$ cat config.mk
export PLATFORM = sky130hd
export DESIGN_NAME = wave_interval_timer
export DESIGN_NICKNAME = d
export VERILOG_FILES = /design/src/rtl/ivt_pkg.sv /design/src/rtl/ivt_latch.sv /design/src/rtl/ivt_counter.sv /design/src/rtl/ivt_wave.sv /design/src/rtl/wave_interval_timer.sv
export SDC_FILE = /design/constraint.sdc
export NUM_CORES = 1
export LEC_CHECK = 0
export BUFFER_PORTS_ARGS = -buffer_cell sky130_fd_sc_hd__buf_2
export CAP_MARGIN = 20
export CORE_ASPECT_RATIO = 1.25
export CORE_MARGIN = 4
export CORE_UTILIZATION = 50
export CTS_CLUSTER_SIZE = 14
export DETAILED_ROUTE_END_ITERATION = 8
export PLACE_DENSITY_LB_ADDON = 0.2
export SYNTH_ARGS = -nofsm -noshare
export SYNTH_HDL_FRONTEND = slang
export SYNTH_SLANG_ARGS = --single-unit
$ cat constraint.sdc
create_clock -name clk -period 2 [get_ports clk]
set_input_delay 0.4 -clock clk [delete_from_list [all_inputs] [get_ports clk]]
set_output_delay 0.4 -clock clk [all_outputs]
set_load 0.05 [all_outputs]
$ cat src/rtl/ivt_pkg.sv
package ivt_pkg;
   typedef enum logic [1:0] {
      IVT_ONESHOT      = 2'b00,
      IVT_CONT         = 2'b01,
      IVT_ONESHOT_WAVE = 2'b10,
      IVT_CONT_WAVE    = 2'b11
   } ivt_mode_e;

   function automatic logic mode_is_cont(input logic [1:0] m);
      return m[0];
   endfunction

   function automatic logic mode_has_wave(input logic [1:0] m);
      return m[1];
   endfunction
endpackage

$ cat src/rtl/ivt_latch.sv
module ivt_latch #(
   parameter int BYTE_W = 8
) (
   input  logic                  clk,
   input  logic                  rst_n,
   input  logic [BYTE_W-1:0]     wdata_i,
   input  logic                  wr_lo_i,
   input  logic                  wr_hi_i,
   output logic [2*BYTE_W-1:0]   latch_o,
   output logic [2*BYTE_W-1:0]   load_val_o
);
   localparam int CNT_W = 2 * BYTE_W;

   logic [BYTE_W-1:0] lo_q, hi_q;

   always_ff @(posedge clk or negedge rst_n) begin
      if (!rst_n) begin
         lo_q <= '1;
         hi_q <= '1;
      end else begin
         if (wr_lo_i) lo_q <= wdata_i;
         if (wr_hi_i) hi_q <= wdata_i;
      end
   end

   assign latch_o    = {hi_q, lo_q};
   // value taken by the counter on a start write: new upper byte, held lower byte
   assign load_val_o = {wdata_i, lo_q};

   a_r9_latch_hold: assert property (@(posedge clk) disable iff (!rst_n)
      (!wr_lo_i && !wr_hi_i) |=> (latch_o == $past(latch_o)));

   if (CNT_W != 2 * BYTE_W) begin : g_bad_w
      $error("ivt_latch: width mismatch");
   end
endmodule

$ cat src/rtl/ivt_counter.sv
module ivt_counter #(
   parameter int CNT_W     = 16,
   parameter int START_DLY = 1
) (
   input  logic              clk,
   input  logic              rst_n,
   input  logic              load_i,
   input  logic [CNT_W-1:0]  load_val_i,
   input  logic [CNT_W-1:0]  reload_val_i,
   input  logic              cont_i,
   output logic [CNT_W-1:0]  cnt_o,
   output logic              zero_o,
   output logic              fire_o
);
   logic [CNT_W-1:0] cnt_q;
   logic             armed_q;
   logic             busy;
   logic             step;
   logic             under;

   if (START_DLY > 0) begin : g_dly
      localparam int DLY_W = $clog2(START_DLY + 1);
      logic [DLY_W-1:0] dly_q;
      always_ff @(posedge clk or negedge rst_n) begin
         if (!rst_n)             dly_q <= '0;
         else if (load_i)        dly_q <= DLY_W'(START_DLY);
         else if (dly_q != '0)   dly_q <= dly_q - 1'b1;
      end
      assign busy = (dly_q != '0);
   end else begin : g_nodly
      assign busy = 1'b0;
   end

   assign step   = !load_i && !busy;
   assign under  = step && (cnt_q == '0);
   assign zero_o = step && (cnt_q == CNT_W'(1));
   assign fire_o = under && armed_q;

   always_ff @(posedge clk or negedge rst_n) begin
      if (!rst_n) begin
         cnt_q   <= '1;
         armed_q <= 1'b0;
      end else if (load_i) begin
         cnt_q   <= load_val_i;
         armed_q <= 1'b1;
      end else if (step) begin
         if (under) begin
            if (cont_i) begin
               cnt_q   <= reload_val_i;
               armed_q <= 1'b1;
            end else begin
               cnt_q   <= '1;
               armed_q <= 1'b0;
            end
         end else begin
            cnt_q <= cnt_q - 1'b1;
         end
      end
   end

   assign cnt_o = cnt_q;

   a_r8_load_arms: assert property (@(posedge clk) disable iff (!rst_n)
      load_i |=> (armed_q && cnt_q == $past(load_val_i)));
   a_r8_delay_hold: assert property (@(posedge clk) disable iff (!rst_n)
      (busy && !load_i) |=> (cnt_q == $past(cnt_q)));
   a_r4_fire_disarms: assert property (@(posedge clk) disable iff (!rst_n)
      (fire_o && !cont_i) |=> !armed_q);
   a_r5_reload: assert property (@(posedge clk) disable iff (!rst_n)
      (under && cont_i) |=> (armed_q && cnt_q == $past(reload_val_i)));
   a_r6_wrap: assert property (@(posedge clk) disable iff (!rst_n)
      (under && !cont_i) |=> (cnt_q == '1));

   if (START_DLY < 0) begin : g_bad_dly
      $error("ivt_counter: START_DLY must not be negative");
   end
endmodule

$ cat src/rtl/ivt_wave.sv
module ivt_wave
   import ivt_pkg::*;
(
   input  logic        clk,
   input  logic        rst_n,
   input  logic [1:0]  mode_i,
   input  logic        load_i,
   input  logic        zero_i,
   output logic        wave_o
);
   logic clr_q;
   logic wave_q;
   logic wave_n;

   always_comb begin
      wave_n = wave_q;
      if (clr_q) wave_n = 1'b0;
      if (zero_i) begin
         if (mode_i == IVT_CONT_WAVE)         wave_n = ~wave_n;
         else if (mode_i == IVT_ONESHOT_WAVE) wave_n = 1'b1;
      end
   end

   always_ff @(posedge clk or negedge rst_n) begin
      if (!rst_n) begin
         clr_q  <= 1'b0;
         wave_q <= 1'b0;
      end else begin
         clr_q  <= load_i && mode_has_wave(mode_i);
         wave_q <= wave_n;
      end
   end

   assign wave_o = wave_q;

   a_r2_toggle: assert property (@(posedge clk) disable iff (!rst_n)
      (zero_i && mode_i == IVT_CONT_WAVE && !clr_q) |=> (wave_o != $past(wave_o)));
   a_r3_rise: assert property (@(posedge clk) disable iff (!rst_n)
      (zero_i && mode_i == IVT_ONESHOT_WAVE) |=> wave_o);
   a_r3_clear: assert property (@(posedge clk) disable iff (!rst_n)
      (clr_q && !zero_i) |=> !wave_o);
   a_r10_hold: assert property (@(posedge clk) disable iff (!rst_n)
      (!mode_i[1] && !clr_q) |=> (wave_o == $past(wave_o)));
endmodule

$ cat src/rtl/wave_interval_timer.sv
module wave_interval_timer
   import ivt_pkg::*;
#(
   parameter int BYTE_W    = 8,
   parameter int START_DLY = 1
) (
   input  logic                  clk,
   input  logic                  rst_n,
   input  logic [1:0]            mode_i,
   input  logic [BYTE_W-1:0]     wdata_i,
   input  logic                  wr_lo_i,
   input  logic                  wr_hi_i,
   input  logic                  wr_start_i,
   output logic [2*BYTE_W-1:0]   count_o,
   output logic                  irq_o,
   output logic                  wave_o
);
   localparam int CNT_W = 2 * BYTE_W;

   logic [CNT_W-1:0] latch;
   logic [CNT_W-1:0] load_val;
   logic             zero;
   logic             fire;
   logic             pend_q;
   logic             irq_q;

   ivt_latch #(.BYTE_W(BYTE_W)) latch_i (
      .clk        (clk),
      .rst_n      (rst_n),
      .wdata_i    (wdata_i),
      .wr_lo_i    (wr_lo_i),
      .wr_hi_i    (wr_hi_i | wr_start_i),
      .latch_o    (latch),
      .load_val_o (load_val)
   );

   ivt_counter #(.CNT_W(CNT_W), .START_DLY(START_DLY)) counter_i (
      .clk          (clk),
      .rst_n        (rst_n),
      .load_i       (wr_start_i),
      .load_val_i   (load_val),
      .reload_val_i (latch),
      .cont_i       (mode_is_cont(mode_i)),
      .cnt_o        (count_o),
      .zero_o       (zero),
      .fire_o       (fire)
   );

   ivt_wave wave_i (
      .clk    (clk),
      .rst_n  (rst_n),
      .mode_i (mode_i),
      .load_i (wr_start_i),
      .zero_i (zero),
      .wave_o (wave_o)
   );

   // underflow request waits one clock in pend_q before reaching the output
   always_ff @(posedge clk or negedge rst_n) begin
      if (!rst_n) begin
         pend_q <= 1'b0;
         irq_q  <= 1'b0;
      end else begin
         pend_q <= fire;
         irq_q  <= pend_q;
      end
   end

   assign irq_o = irq_q;

   a_r7_irq_follows: assert property (@(posedge clk) disable iff (!rst_n)
      pend_q |=> irq_o);
   a_r7_irq_only_after_pend: assert property (@(posedge clk) disable iff (!rst_n)
      !pend_q |=> !irq_o);

   if (BYTE_W < 2) begin : g_bad_byte
      $error("wave_interval_timer: BYTE_W must be at least 2");
   end
endmodule

Yosys cells after proc, flatten, opt, wreduce, memory -nomap -nowiden:

Index checks and enable logic that the tools add are counted.

* order comparisons: 0
* eq/ne operators: 3
* shift operators: 0
* $mul: 0
* divide/modulo/power cells: 0
* reduce and logical (&&, ||, !) cells: 11
* bitwise gates (word level): 2
* muxes and demuxes: 14
* add/sub/neg operators: 2

Operators by type and width (number)
* $mux W16: 4
* $eq A16 B1 Y1 const B: 1
* $logic_not A16 Y1: 1
* $sub A16 B1 Y16 const B: 1
* $mux W1: 10
* $logic_and A1 B1 Y1: 5
* $eq A2 B2 Y1 const B: 2
* $reduce_bool A2 Y1: 2
* $logic_not A1 Y1: 2
* $reduce_and A2 Y1: 1
* $not A1 Y1: 1
* $or A1 B1 Y1: 1
* $sub A1 B1 Y1 const B: 1

* bits in read-only memories: 0
* output and inout port bits: 18
* memory bits (writable): 0
* memories: 0
* bits in latches: 0
* input bits: 15
* register bits: 38
* logic and storage cells: 41

Depth between registers and ports, before layout:

* word-level depth: 6
* mapped depth: 7
* gate-level depth less buffers: 6

Cells and area by module:

From an unflattened synthesis, not the netlist that was laid out.

* cell total of the unflattened synthesis: 219
* area, all modules: 2253.4 um2

Modules (own cells, without submodules)
* ivt_counter: sequential area each 470.5 um2, area an instance 1308.8 um2, instances 1, cells each 159
* ivt_latch: sequential area each 420.4 um2, area an instance 803.3 um2, instances 1, cells each 50
* ivt_wave: sequential area each 50.0 um2, area an instance 85.1 um2, instances 1, cells each 7
* wave_interval_timer: sequential area each 50.0 um2, area an instance 56.3 um2, instances 1, cells each 3

Worst setup path before layout:

OpenSTA, ideal clock, no wires.

* kind: reg2reg
* from: register counter_i.cnt_q[5], in the netlist counter_i.cnt_o[5]
* to: register counter_i.cnt_q[7], in the netlist counter_i.cnt_o[7]
* data arrival time: 2.063 ns
* path buffers: 1
* library setup time: 0.081 ns
* stages on the path, launching flop included: 7
* data required time: 1.919 ns
* period minus slack after synthesis: 2.144 ns
* path slack: -0.144 ns
* cell sequence: dfstp_2 -> or4_4 -> nor4b_4 -> and2_1 -> buf_6 -> a21oi_4 -> o221a_1

* word-level cells in the longest chain between the ends: 5
* elaborated cells on any way between the ends: 6
* those cells by class: add/sub (1); mux (3); reduce/logical (2)

RTL lines
* start, declared: RTL line ivt_counter.sv:15 `logic [CNT_W-1:0] cnt_q;`
* start signal, assigned: RTL line ivt_counter.sv:44 `cnt_q <= load_val_i;`
* start signal, assigned: RTL line ivt_counter.sv:49 `cnt_q <= reload_val_i;`
* start signal, assigned: RTL line ivt_counter.sv:56 `cnt_q <= cnt_q - 1'b1;`
* branches (longest 2 deep; another with $sub A16 B1 Y16)
* $mux W16 *: RTL line ivt_counter.sv:47 `if (under) begin`
* $mux W16 *: RTL line ivt_counter.sv:46 `end else if (step) begin`
* $mux W16 *: RTL line ivt_counter.sv:43 `end else if (load_i) begin`

Mark *: on every way between the ends. The select of a mux whose other input is x is not followed.
A chain may end at the register's enable or synchronous reset.

Final worst setup path:

* from: register counter_i.cnt_q[5], in the netlist counter_i.cnt_o[5]
* to: register counter_i.cnt_q[8], in the netlist counter_i.cnt_o[8]

The elaborated chain is that of the path after synthesis.

==> flow_summary.yaml <==
sta:
  hold_viol: 0
  finalCritPeriodShare: 0.992
  clock.fmax_mhz: 504
  tightest_slew_ns: 0.628
  setup_violations: 0
  clock_skew_ns: 0.00534
  slew_headroom: 0.581
  post-route-min-period_ns: 1.98
  slew_viol_final: 0
  grt_setup_unrepaired: "yes"
finish:
  fin_cells: 275
  ff_latch_area_um2: 995
  multi_input_area_um2: 913
  layout.nets: 237
  drive_above_1_share: 0.511
  finish.utilization: 0.628
  fillers: 312
  antenna_cells: 0
  area_delta_synth_final_pct: 21.9
clock_network:
  cts_tree: "yes"
  clk_pin_slew_worst_paths_ns: 0.07
  cts-root-buf: "clkbuf_8"
  hold_buffers: 0
  clock_sinks: 38
  clk_path_buf_depth: 2
  worstSkewPairLatency_ns: 0.29
  cts_made_buffers: 5
  htree_levels: 2
routing:
  drc: 0
  drt-initial-drc-count: 112
  totalWireLength_um: 4620
  first_pass_iters: 4
  num_vias: 1580
  detail_route.wl_per_cell_um: 16.8
  drtAntennaViolNets: 0
  post_drt_via_cell_ratio: 5.75
synth:
  synth_edf_count: 0
  yosys-top-cells-area: "dfstp_2, mux2_2, dfrtp_1"
  syn-cell-area_um2: 1950
  synthArstFlopShare: 1.00
  ys_seq_area_frac: 0.508
  yosys_warnings: 0
  synth_area_per_cell_um2: 11.4
  ys_types: 45
  synthFlopType: "dfstp_2"
  syn_inst: 171
  synth-seq-cells: 38
  synth_top_area_cell: "dfstp_2"
  synth_top_area_frac: 0.431
  synth.net_count: 188
floorplan:
  chipHeight_um: 77.8
  initial_core_util: 0.515
  num_rows: 25
  core_um2: 3780
  die_x_um: 63.9
  die_area_um2: 4970
  io_pins: 33
grt:
  antenna_found_initial: 0
  grt_usage: 0.201
  grt_overflow: 0
  grt_pass1_wl_um: 7680
  grt_pass1_vias: 1616
  grt_max_degree: 29
critical_path:
  end_kind: "register"
  required_ns: 2.21
  cp-start-kind: "register"
  timing.rr.start: "counter_i.cnt_o[5]"
  rr_worst_depth: 6
  path_class: "register to register"
  crit_arrival_ns: 2.20
  regToRegSetupSlack_ns: 0.02
  reg2reg_to: "counter_i.cnt_o[8]"
  cp_max_fo: 5
power_and_ir_drop:
  finalPower_mw: 2.00
  worst_ir_drop_vdd_mv: 0.625
  cellLeakagePower_nw: 0.989
  p_per_area_nw_per_um2: 842
hold_path:
  min_path_type: "input port to asynchronous set/reset pin"
place:
  dpl.hpwl_um: 3430
  portBuffers: 32
  routabilityCongestion: 0.847
  placed_cells: 265
run:
  max_cap_viol_count: 0
run_status:
  status: "complete, no violations"
[placed cells by master (no fill, tap or decap), types with 2 or more instances in the layout]
master / instances
nor3_1: 5
nand2b_1: 4
dfstp_2: 31
inv_1: 6
o21ai_0: 7
buf_4: 17
and3_1: 2
a21oi_1: 6
a2bb2oi_1: 3
xor2_1: 5
xnor2_1: 6
a22oi_1: 4
nand3_1: 2
ha_1: 2
o221a_1: 2
a222oi_1: 3
clkbuf_8: 6
nor2b_1: 3
mux2_2: 18
nor4_1: 4
nor2_1: 7
nand2_1: 12
o21ai_1: 4
dfrtp_1: 6
buf_2: 32
nand4_1: 2
[through the flow]
step	setup WS [ns]	hold slack (ns)	setup TNS [ns]	area [µm²]
detailed placement	0.00753	0.336	0	2260
global placement	0.0722	0.334	0	2260
global route	-0.0508	0.169	-0.126	2380
floorplan	-0.0990	0.104	-0.228	1950
finish	0.0150	0.122	0	2380
CTS	0.00302	0.135	0	2350
[flip-flops by register name, indices dropped and copies added (netlist names)]
signal             cells
pend_q                 1
latch_i.lo_q           8
wave_i.wave_o          1
counter_i.armed_q      1
counter_i.cnt_o       16
latch_i.hi_q           8
wave_i.clr_q           1
counter_i.busy         1
irq_o                  1
[worst max path at each step]
stage                                   from                  end  slack (ns)  depth (start not counted)
after floorplan           counter_i.cnt_o[5]   counter_i.cnt_o[7]        -0.1                          6
after global placement    counter_i.cnt_o[0]  counter_i.cnt_o[13]        0.07                          7
after detailed placement  counter_i.cnt_o[0]  counter_i.cnt_o[13]       0.008                          7
after CTS                 counter_i.cnt_o[0]  counter_i.cnt_o[13]       0.003                          7
after global routing      counter_i.cnt_o[5]   counter_i.cnt_o[8]       -0.05                          6
final                     counter_i.cnt_o[5]   counter_i.cnt_o[8]        0.02                          6
[cell usage after synthesis, drive strengths merged (3+ instances only)]
library cell / count
a21oi: 7
a222oi: 3
a22oi: 4
a2bb2oi: 3
buf: 3
clkbuf: 4
dfrtp: 6
dfstp: 32
inv: 6
mux2: 18
nand2: 12
nand2b: 4
nor2: 7
nor2b: 3
nor3: 5
nor4: 4
o21ai: 11
xnor2: 6
xor2: 5
[critical path, cell delays in order (launching register included)]
cell,delay [ns]
dfstp_2,0.37
or4_4,0.55
nor4b_4,0.29
buf_4,0.19
mux2_2,0.33
o211ai_1,0.09
nand2_1,0.08
[timing repair]
item,4_1_cts,5_1_grt
buffers inserted,0,2
setup endpoints to repair,0,11
resized for setup,0,6
endpoints found under the hold margin,0,0
[kinds of logic (layout without fill, tap and decap cells)]
kind of cell               after synthesis  count (layout)  synth area share
adders and majority gates                2               2            0.0128
xor gates and xnor gates                11              11            0.0494
DFF                                     38              38             0.508
AOI/OAI and AO/OA                       37              37             0.137
muxes                                   18              18             0.104
buffers and inverters                   13              63            0.0314
and+or+nand+nor                         52              52             0.158
[routing by layer]
metal  global-route usage  share of wire  vias up
met2                0.337           0.51       59
met4                0.104          0.025        0
met1                0.237           0.40      786
met5                    0              0        -
met3               0.0449          0.064       12
li1                     -              -      723
[power breakdown]
group	total [mW]	switching, mW	internal, mW	leakage (nW)
logic	0.479	0.304	0.175	0.529
registers	0.984	0.0841	0.900	0.412
clock network	0.539	0.261	0.278	0.0482
[layout make-up]
class / instances / area share
inverter: 6 / 0.00947
timing repair buffer: 49 / 0.121
tap: 54 / 0.0284
clock inverter: 1 / 0.00211
sequential: 38 / 0.418
multi-input combinational: 120 / 0.384
clock buffer: 7 / 0.0363
Note: power is estimated with default switching activity, not from simulation.
